`config.mk`:
```
export PLATFORM = sky130hd
export DESIGN_NAME = scanseq_top
export DESIGN_NICKNAME = d
export VERILOG_FILES = /design/src/rtl/scanseq_pkg.sv /design/src/rtl/scanseq_ctrl.sv /design/src/rtl/scanseq_resp.sv /design/src/rtl/scanseq_top.sv
export SDC_FILE = /design/constraint.sdc
export NUM_CORES = 1
export LEC_CHECK = 0
export CAP_MARGIN = 20
export CORE_ASPECT_RATIO = 1.2
export CORE_MARGIN = 4
export CORE_UTILIZATION = 40
export DETAILED_ROUTE_END_ITERATION = 16
export DONT_BUFFER_PORTS = 1
export SYNTH_ARGS = -nofsm -noshare
export SYNTH_HDL_FRONTEND = slang
export SYNTH_SLANG_ARGS = --single-unit
```
`constraint.sdc`:
```
create_clock -name clk -period 5.9 [get_ports clk]
set_clock_uncertainty 0.05 [all_clocks]
set_input_delay 0 -clock clk [delete_from_list [all_inputs] [get_ports clk]]
set_output_delay 0 -clock clk [all_outputs]
set_load 0.01 [all_outputs]
```
`src/rtl/scanseq_pkg.sv`:
```
package scanseq_pkg;

    typedef enum logic [1:0] {
        PH_IDLE  = 2'd0,
        PH_SHIFT = 2'd1,
        PH_CAPT  = 2'd2
    } phase_e;

    // Control bundle handed from the sequencing FSM to datapath and pins.
    typedef struct packed {
        logic advance;   // chains shift this clock
        logic feed_pat;  // current segment loads pattern words
        logic feed_exp;  // current segment consumes expected words
        logic compare;   // current segment unloads a response
        logic chain;     // chain-only self-test run
    } step_s;

    function automatic int ceil_div(input int num, input int den);
        return (num + den - 1) / den;
    endfunction

endpackage

```
`src/rtl/scanseq_ctrl.sv`:
```
module scanseq_ctrl
    import scanseq_pkg::*;
#(
    parameter int CNT_W    = 8,
    parameter int SCAN_LEN = 3
) (
    input  logic             clk,
    input  logic             rst,
    input  logic             start,
    input  logic [CNT_W-1:0] pat_count,
    input  logic             chain_mode,
    input  logic             pat_valid,
    input  logic             exp_valid,
    output phase_e           phase,
    output step_s            step,
    output logic             accept,
    output logic             done
);
    localparam int WC_W = (SCAN_LEN > 1) ? $clog2(SCAN_LEN) : 1;
    localparam logic [WC_W-1:0] WC_LAST = WC_W'(SCAN_LEN - 1);

    phase_e           phase_q;
    logic [CNT_W-1:0] seg_q;
    logic [CNT_W-1:0] npat_q;
    logic             mode_q;
    logic [WC_W-1:0]  wc_q;
    logic             done_q;

    logic in_shift, need_pat, need_cmp, need_exp, adv;

    always_comb begin
        in_shift = (phase_q == PH_SHIFT);
        need_pat = in_shift && (seg_q < npat_q);
        need_cmp = in_shift && (seg_q != '0);
        need_exp = need_cmp && !mode_q;
        adv      = in_shift && (!need_pat || pat_valid) && (!need_exp || exp_valid);
    end

    always_ff @(posedge clk) begin
        if (rst) begin
            phase_q <= PH_IDLE;
            seg_q   <= '0;
            npat_q  <= '0;
            mode_q  <= 1'b0;
            wc_q    <= '0;
            done_q  <= 1'b0;
        end else begin
            case (phase_q)
                PH_IDLE: begin
                    if (start) begin
                        done_q <= 1'b0;
                        npat_q <= pat_count;
                        mode_q <= chain_mode;
                        seg_q  <= '0;
                        wc_q   <= '0;
                        if (pat_count == '0) done_q  <= 1'b1;
                        else                 phase_q <= PH_SHIFT;
                    end
                end
                PH_SHIFT: begin
                    if (adv) begin
                        if (wc_q == WC_LAST) begin
                            wc_q <= '0;
                            if (seg_q == npat_q) begin
                                phase_q <= PH_IDLE;
                                done_q  <= 1'b1;
                            end else if (mode_q) begin
                                seg_q <= seg_q + 1'b1;
                            end else begin
                                phase_q <= PH_CAPT;
                            end
                        end else begin
                            wc_q <= wc_q + 1'b1;
                        end
                    end
                end
                PH_CAPT: begin
                    seg_q   <= seg_q + 1'b1;
                    phase_q <= PH_SHIFT;
                end
                default: phase_q <= PH_IDLE;
            endcase
        end
    end

    always_comb begin
        phase         = phase_q;
        accept        = (phase_q == PH_IDLE) && start;
        done          = done_q;
        step.advance  = adv;
        step.feed_pat = need_pat;
        step.feed_exp = need_exp;
        step.compare  = need_cmp;
        step.chain    = mode_q;
    end

endmodule

```
`src/rtl/scanseq_resp.sv`:
```
module scanseq_resp
    import scanseq_pkg::*;
#(
    parameter int CHAINS   = 4,
    parameter int SCAN_LEN = 3
) (
    input  logic              clk,
    input  logic              rst,
    input  logic              clear,
    input  step_s             step,
    input  logic [CHAINS-1:0] loaded,
    input  logic [CHAINS-1:0] exp_word,
    input  logic [CHAINS-1:0] unloaded,
    output logic              fail
);
    // Copy of the words put into the chains, used as reference in chain-only mode.
    logic [CHAINS-1:0] dly_q [SCAN_LEN];

    for (genvar i = 0; i < SCAN_LEN; i++) begin : g_dly
        if (i == 0) begin : g_head
            always_ff @(posedge clk) begin
                if (rst)               dly_q[0] <= '0;
                else if (step.advance) dly_q[0] <= loaded;
            end
        end else begin : g_body
            always_ff @(posedge clk) begin
                if (rst)               dly_q[i] <= '0;
                else if (step.advance) dly_q[i] <= dly_q[i-1];
            end
        end
    end

    logic [CHAINS-1:0] ref_word;
    logic              mismatch;

    always_comb begin
        ref_word = step.chain ? dly_q[SCAN_LEN-1] : exp_word;
        mismatch = step.advance && step.compare && (unloaded != ref_word);
    end

    always_ff @(posedge clk) begin
        if (rst)           fail <= 1'b0;
        else if (clear)    fail <= 1'b0;
        else if (mismatch) fail <= 1'b1;
    end

endmodule

```
`src/rtl/scanseq_top.sv`:
```
module scanseq_top
    import scanseq_pkg::*;
#(
    parameter int CHAINS = 4,
    parameter int REGS   = 10,
    parameter int CNT_W  = 8
) (
    input  logic              clk,
    input  logic              rst,
    input  logic              start,
    input  logic [CNT_W-1:0]  pat_count,
    input  logic              chain_mode,
    input  logic              pat_valid,
    input  logic [CHAINS-1:0] pat_data,
    output logic              pat_ready,
    input  logic              exp_valid,
    input  logic [CHAINS-1:0] exp_data,
    output logic              exp_ready,
    output logic              scan_en,
    output logic              hold_en,
    output logic [CHAINS-1:0] chain_in,
    input  logic [CHAINS-1:0] chain_out,
    output logic              busy,
    output logic              done,
    output logic              fail
);
    localparam int SCAN_LEN = ceil_div(REGS, CHAINS);

    phase_e phase;
    step_s  step;
    logic   accept;

    scanseq_ctrl #(.CNT_W(CNT_W), .SCAN_LEN(SCAN_LEN)) u_ctrl (
        .clk        (clk),
        .rst        (rst),
        .start      (start),
        .pat_count  (pat_count),
        .chain_mode (chain_mode),
        .pat_valid  (pat_valid),
        .exp_valid  (exp_valid),
        .phase      (phase),
        .step       (step),
        .accept     (accept),
        .done       (done)
    );

    always_comb begin
        chain_in  = step.feed_pat ? pat_data : '0;
        scan_en   = step.advance;
        hold_en   = (phase == PH_IDLE) || ((phase == PH_SHIFT) && !step.advance);
        pat_ready = step.advance && step.feed_pat;
        exp_ready = step.advance && step.feed_exp;
        busy      = (phase != PH_IDLE);
    end

    scanseq_resp #(.CHAINS(CHAINS), .SCAN_LEN(SCAN_LEN)) u_resp (
        .clk      (clk),
        .rst      (rst),
        .clear    (accept),
        .step     (step),
        .loaded   (chain_in),
        .exp_word (exp_data),
        .unloaded (chain_out),
        .fail     (fail)
    );

endmodule

```
==> results.md, run 1 <==
* Period utilisation layout at 51.8%
* # hold bufs at CTS at 16
* Synth top area cells: dfxtp_1, edfxtp_1, ha_1
* Post-synth EDFFs at 12
* Total power draw at 833 uW
* GRT Overall Usage at 16.2%
* CP most frequent cell: inv_1
* Final slew viol count at 0
* Final setup TNS at 0 ps
* Port Buffers at 0
* Die Y at roughly 87 um
* Final core occ at 47.1%
* Avg Cell Area, Syn at 8.98 um2
* DP Area at 2100 um2
* Most area-hungry cell type in the Yosys netlist: dfxtp_1
* CP arrival at between 3000 and 4000 ps
* Synthesized cell area at 2060 um2
* Outcome: finished, final reports clean
* Fin nets at 285
* Leak at 0.884 nW
* Slew HR at around 33%
* Total Wirelength at 4.79 mm
* Gate Count Post-Synth at between 200 and 250
* Initial Utilization at 41.5%
* H-tree lvl count at 2
* Worst r2r dst: u_ctrl.seg_q[1]
* Reg2Reg Depth at 9
* Area Overhead vs Synth at 13.5%
* Setup CP Type: reg2reg
* Worst Path Max Fanout at 11
* Reg2reg start: u_ctrl.phase[1]
* Ys Warns at 0
* Clock Path Buffers at 2
* Top FF cell, synth: dfxtp_1
* Core footprint at 4970 um2
* Fin cells at 306
* Largest net degree at the start of global routing at 24
* Max Cap Viol at 0
* Final hold vios at 0
* Routed wire per std cell at 15.6 um
* Commonest cells after routing, fill and taps aside: nand2_1, dfxtp_1, inv_1, a21oi_1, dlygate4sd3_1
* Global placement routability congestion at 0.816
* Vias at 1734
* Share of cells above drive strength 1 at 7.32%
* Worst path slowest cell: a2111oi_4
* CTS Buf Count at 5
* Initial antenna violation count at 0
* Die area at approximately 6400 um2
* DRC viols at 0
* Top delay family on crit path: buffers and inverters
* Req. time, crit path at 6030 ps
* # setup viols final at 0
* Crit end category: flip-flop
* Clk_lat worst skew at 290 ps
* Initial drt markers at 100
* Final instance area at ~2300 um2
* Slew @ Worst Pin at 996 ps
* Crit path time final at 3060 ps
* CP Launch Type: flip-flop
* Vias in the first global route at 1703
* Row Count at 28
* Hold Slack at 40.1 ps
* Hold EP: u_ctrl.phase[1]
* Top-level I/O count at 37
* ANT cells at 0
* Buf+Inv Stages, Crit Path at 4
* CTS tree: yes
* Cell area power density at 356 nW/um2
* CP Cell Sequence: inv_1, ha_1, inv_1, a21oi_1, a2111oi_4, inv_1, o21ai_0, a21oi_1, dlygate4sd3_1
* R2r setup slk at approximately 2800 ps
* Via density at 5.67
* Clock Tree Root: clkbuf_8
* Worst slack at placement at approximately 3100 ps
* Ys async rst share at 0%
* Dpl cells at 282
* Seq cells post-synth at 35
* Fill count at 468
* Hold Crit Depth at 2
* Commonest non-fill, non-tap cell in the layout: nand2_1
* Postcts setup bufs at 0
* Tightest Hold Check Type: in2reg
* Maximum vdd drop at 0.000198 V
* Hold Startpoint: rst
* Worst path max stage delay at roughly 660 ps
* GRT overflow at 0
* DRT Pass-1 Iters at 4
* RSZ-0062 raised after global routing: no
* Clk sink count at 35
* Yosys top cell area share at about 22%
* Post-synthesis sequential area ratio at 39.8%
* Final setup margin at 2840 ps
* Die Width at 73.6 um
* First-pass GRT wire length at 8.02 mm
* Post-route ant nets at 0
* Post-Syn Nets at 270
* Post-CTS sizing at 0
* CTS clk-pin slew, worst paths at ~80 ps
* F_max at roughly 330 MHz
* DPL Wire Length at roughly 3.4 mm
* Post-synth cell types at 42
[worst max path at each step]
stage,from,to,cells after the start
3_5_place_dp,u_ctrl.seg_q[0],u_resp.dly_q[0][0],8
5_1_grt,u_ctrl.phase[1],u_ctrl.seg_q[1],9
2_1_floorplan,u_ctrl.seg_q[0],u_resp.dly_q[0][0],8
4_1_cts,u_ctrl.phase[1],u_ctrl.seg_q[1],9
6_report,u_ctrl.phase[1],u_ctrl.seg_q[1],9
3_3_place_gp,u_ctrl.seg_q[0],u_resp.dly_q[0][1],8
[flip-flops by register name, indices dropped and copies added, names as in the netlist]
name / count
u_ctrl.mode_q: 1
u_ctrl.wc_q: 2
u_resp.dly_q: 12
u_resp.fail: 1
u_ctrl.npat_q: 8
u_ctrl.seg_q: 8
u_ctrl.done: 1
u_ctrl.phase: 2
[metal layers]
metal | part of all wire, % | GRT usage, % | wire (um) | vias up
li1 | - | - | - | 855
met1 | 41 | 20.2 | 1990 | 835
met2 | 53 | 27.3 | 2530 | 37
met3 | 4.1 | 3.36 | 198 | 7
met4 | 1.5 | 6.10 | 73 | 0
met5 | 0 | 0 | 0 | -
[power by group]
group          internal (mW)  switching, mW  total [mW]
Sequential             0.297         0.0235       0.321
Combinational          0.114          0.226       0.341
Clock                 0.0825         0.0894       0.172
[kinds of logic after synthesis]
kind of cell             share of synthesized area, %
adder cells (fa/ha/maj)                          8.48
multiplexers                                     1.94
flip-flops                                       39.8
XOR/XNOR                                         1.70
buffers and inverters                            5.82
AND/OR/NAND/NOR                                  24.8
AO/OA/AOI/OAI                                    17.5
[cell usage after synthesis, types with 2 or more instances]
master and n:
nor4_1 2, o311ai_0 2, a31oi_1 3, xor2_1 4
o21ai_0 6, a311oi_1 3, and3_1 5, or2_2 2
nand2_1 35, and2_1 13, inv_1 20, mux2i_1 4
nand3_1 10, edfxtp_1 12, a21oi_1 18, ha_1 14
nor3_1 11, buf_2 3, nor2_1 5, nand4_1 7
dfxtp_1 23, clkbuf_1 3, a32o_1 5, a2111oi_4 2
[cell type report]
class                      count  area, um2  share of cell area (%)
inverter                      21       78.8                    3.36
clock inverter                 2       12.5                   0.534
timing repair buffer          16        160                    6.83
sequential                    35        821                    35.0
clock buffer                   6       72.6                    3.10
tap                           60       75.1                    3.20
multi-input combinational    166       1120                    47.9
[worst reg2reg max path, delay by kind of cell (launching register included)]
| kind | cells | cell delay [ps] |
|---|---|---|
| buf+inv | 4 | 1100 |
| flops | 1 | 360 |
| fa+ha+maj | 1 | 360 |
| compound gates | 4 | 1080 |
Note: power is estimated with default switching activity, not from simulation.
==> run 2, diff against run 1 <==
==> constraint.sdc (replaced) <==
create_clock -name clk -period 2.7 [get_ports clk]
set_clock_uncertainty 0.05 [all_clocks]
set_input_delay 0 -clock clk [delete_from_list [all_inputs] [get_ports clk]]
set_output_delay 0 -clock clk [all_outputs]
set_load 0.01 [all_outputs]
==> results.md, run 2 (synthesis results as in run 1) <==
* Outcome: finished, final reports clean (unchanged)
* Regs by FF count: u_resp.dly_q: 12 flops, u_ctrl.npat_q: 8 flops, u_ctrl.seg_q: 8 flops (unchanged)
* Fin nets at 298 (was 285)
* Initial Utilization at 41.5% (unchanged)
* Slew HR at 39.2% (was 33.4%)
* Share of power burned in registers at 34.5% (was 38.5%)
* Req. time, crit path at 2650 ps (was 6030 ps)
* R2r setup slk at 200 ps (was 2840 ps)
* Routed wire per std cell at 15.6 um (about the same)
* GRT overflow at 0 (unchanged)
* Share of cells above drive strength 1 at 12.7% (was 7.32%)
* Core footprint at 4970 um2 (unchanged)
* # setup viols final at 0 (unchanged)
* CP Cell Sequence: inv_1, ha_1, or4b_4, nor4_4, nor3_2, a21oi_2, nand2_1, buf_4, nor3_1 (was inv_1, ha_1, inv_1, a21oi_1, a2111oi_4, inv_1, o21ai_0, a21oi_1, dlygate4sd3_1)
* Largest net degree at the start of global routing at 23 (was 24)
* Crit path time final at roughly 2500 ps
* Die Width at 73.6 um (unchanged)
* Switching share of power at 38.1% (was 40.7%)
* Final hold vios at 0 (unchanged)
* Global placement routability congestion at 0.823 (was 0.816)
* Initial antenna violation count at 0 (unchanged)
* CP arrival at 2480 ps (was 3190 ps)
* CTS Buf Count at 5 (unchanged)
* DPL Wire Length at 3.59 mm (was 3.38 mm)
* Clock Tree Root: clkbuf_8 (unchanged)
* Die Y at 86.7 um (unchanged)
* Largest register FFs at 12 (unchanged)
* Leak at 0.964 nW (was 0.884 nW)
* CP Launch Type: flip-flop (unchanged)
* Crit end category: output pin (was flip-flop)
* Commonest non-fill, non-tap cell in the layout: nand2_1 (unchanged)
* GRT Overall Usage at 17.0% (was 16.2%)
* Fin cells at 319 (was 306)
* H-tree lvl count at 2 (unchanged)
* Slew @ Worst Pin at 908 ps (was 996 ps)
* Total Wirelength at 4.99 mm (was 4.79 mm)
* Share of total power in combinational logic at 42.3% (was 40.9%)
* Postcts setup bufs at 0 (unchanged)
* Maximum vdd drop at 0.000394 V (was 0.000198 V)
* Internal power at 1.25 mW (was 494 uW)
* Period utilisation layout at roughly 94%
* Final slew viol count at 0 (unchanged)
* Clk sink count at 35 (unchanged)
* Clock Path Buffers at 2 (unchanged)
* RSZ-0062 raised after global routing: no (unchanged)
* CTS tree: yes (unchanged)
* Row Count at 28 (unchanged)
* Vias at 1794 (was 1734)
* Post-route ant nets at 0 (unchanged)
* First-pass GRT wire length at 8.51 mm (was 8.02 mm)
* Dpl cells at 297 (was 282)
* ANT cells at 0 (unchanged)
* DRT Pass-1 Iters at 4 (unchanged)
* DRC viols at 0 (unchanged)
* F_max at 395 MHz
* Largest Register: u_resp.dly_q (unchanged)
* CTS clk-pin slew, worst paths at 70 ps (was 80 ps)
* Via density at 5.62 (was 5.67)
* Worst path max stage delay at 480 ps (was 660 ps)
* Cell area power density at 818 nW/um2 (was 356 nW/um2)
* Clock share of power at 23.2% (was 20.6%)
* Initial drt markers at 102 (was 100)
* Setup CP Type: reg2out (was reg2reg)
* Sw power at 767 uW (was 339 uW)
* Vias in the first global route at 1849 (was 1703)
* Area Overhead vs Synth at 19.1% (was 13.5%)
* Clk_lat worst skew at 290 ps (about the same)
* Tightest Hold Check Type: in2reg (unchanged)
* Max Cap Viol at 0 (unchanged)
* Worst path slowest cell: or4b_4 (was a2111oi_4)
* Worst Path Max Fanout at 4 (was 11)
* Final setup TNS at 0 ps (unchanged)
* Commonest cells after routing, fill and taps aside: nand2_1, dfxtp_1, inv_1, a21oi_1, buf_4 (was nand2_1, dfxtp_1, inv_1, a21oi_1, dlygate4sd3_1)
* Top-level I/O count at 37 (unchanged)
* Die area at 6380 um2 (unchanged)
* Port Buffers at 0 (unchanged)
[run 2: changes by cell type in the layout (fill, tap and decap cells not counted), sizes merged]
cell and delta:
buf +15, dlygate4sd3 -2, bufinv +1, clkbuf -1, clkinv +1, clkinvlp -1
[run 2: area by class of cell]
| cell class | instances | area [um2] |
|---|---|---|
| clock buffers | 5 | 68.8 |
| multi-input cells | 166 | 1120 |
| repair buffers | 29 | 253 |
| clock inverters | 3 | 38.8 |
| flip-flops and latches | 35 | 821 |
| fillers | 476 | 2520 |
| inverters | 21 | 78.8 |
| well taps | 60 | 75.1 |
[run 2: worst max-delay path, delay by kind of cell (launching register included)]
family | cells | cell delay, ps
simple gates | 5 | 1260
fa+ha+maj | 1 | 170
compound gates | 1 | 140
flops | 1 | 340
buf+inv | 2 | 270
[run 2: path summary, 6_finish.rpt]
kind / from / end / cells after the start
worst min register to register: u_ctrl.npat_q[6] / u_ctrl.npat_q[6] / 2
worst min-delay path: pat_valid / u_ctrl.seg_q[0] / 3
worst max register to register: u_ctrl.seg_q[0] / u_resp.dly_q[1][3] / 8
worst max-delay path: u_ctrl.seg_q[0] / pat_ready / 9
[run 2: what timing repair did]
action / in CTS / in global routing
gates resized for setup: 0 / 0
endpoints found under the hold margin: 26 / 0
hold buffers: 14 / 0
[run 2: per-layer routing]
metal  routed length (um)  share of wire (%)  vias up  track usage [%]
met4                   62                1.2        0             4.45
met3                  260                5.2        5             3.60
met2                 2620                 53       51             30.3
li1                     -                  -      884                -
met5                    0                  0        -                0
met1                 2040                 41      854             20.2
[run 2: per-stage QoR]
stage	cell area (um2)	utilization, %	hold slack, ps	total power, mW	worst slack [ps]
final	2460	49.4	6.34	2.01	165
after detailed placement	2210	44.4	25.7	1.52	200
after CTS	2460	49.4	0.162	2.02	131
after floorplan	2060	-	86.0	1.29	332
after global placement	2210	44.4	24.5	1.52	207
after global routing	2460	49.4	13.2	2.15	43.0
[run 2: power by group through the flow]
stage / registers (mW) / clock network [mW] / logic [mW]
2_1_floorplan: 0.694 / 0 / 0.593
3_3_place_gp: 0.704 / 0 / 0.816
3_5_place_dp: 0.705 / 0 / 0.818
4_1_cts: 0.694 / 0.473 / 0.849
5_1_grt: 0.707 / 0.495 / 0.952
6_report: 0.695 / 0.466 / 0.851
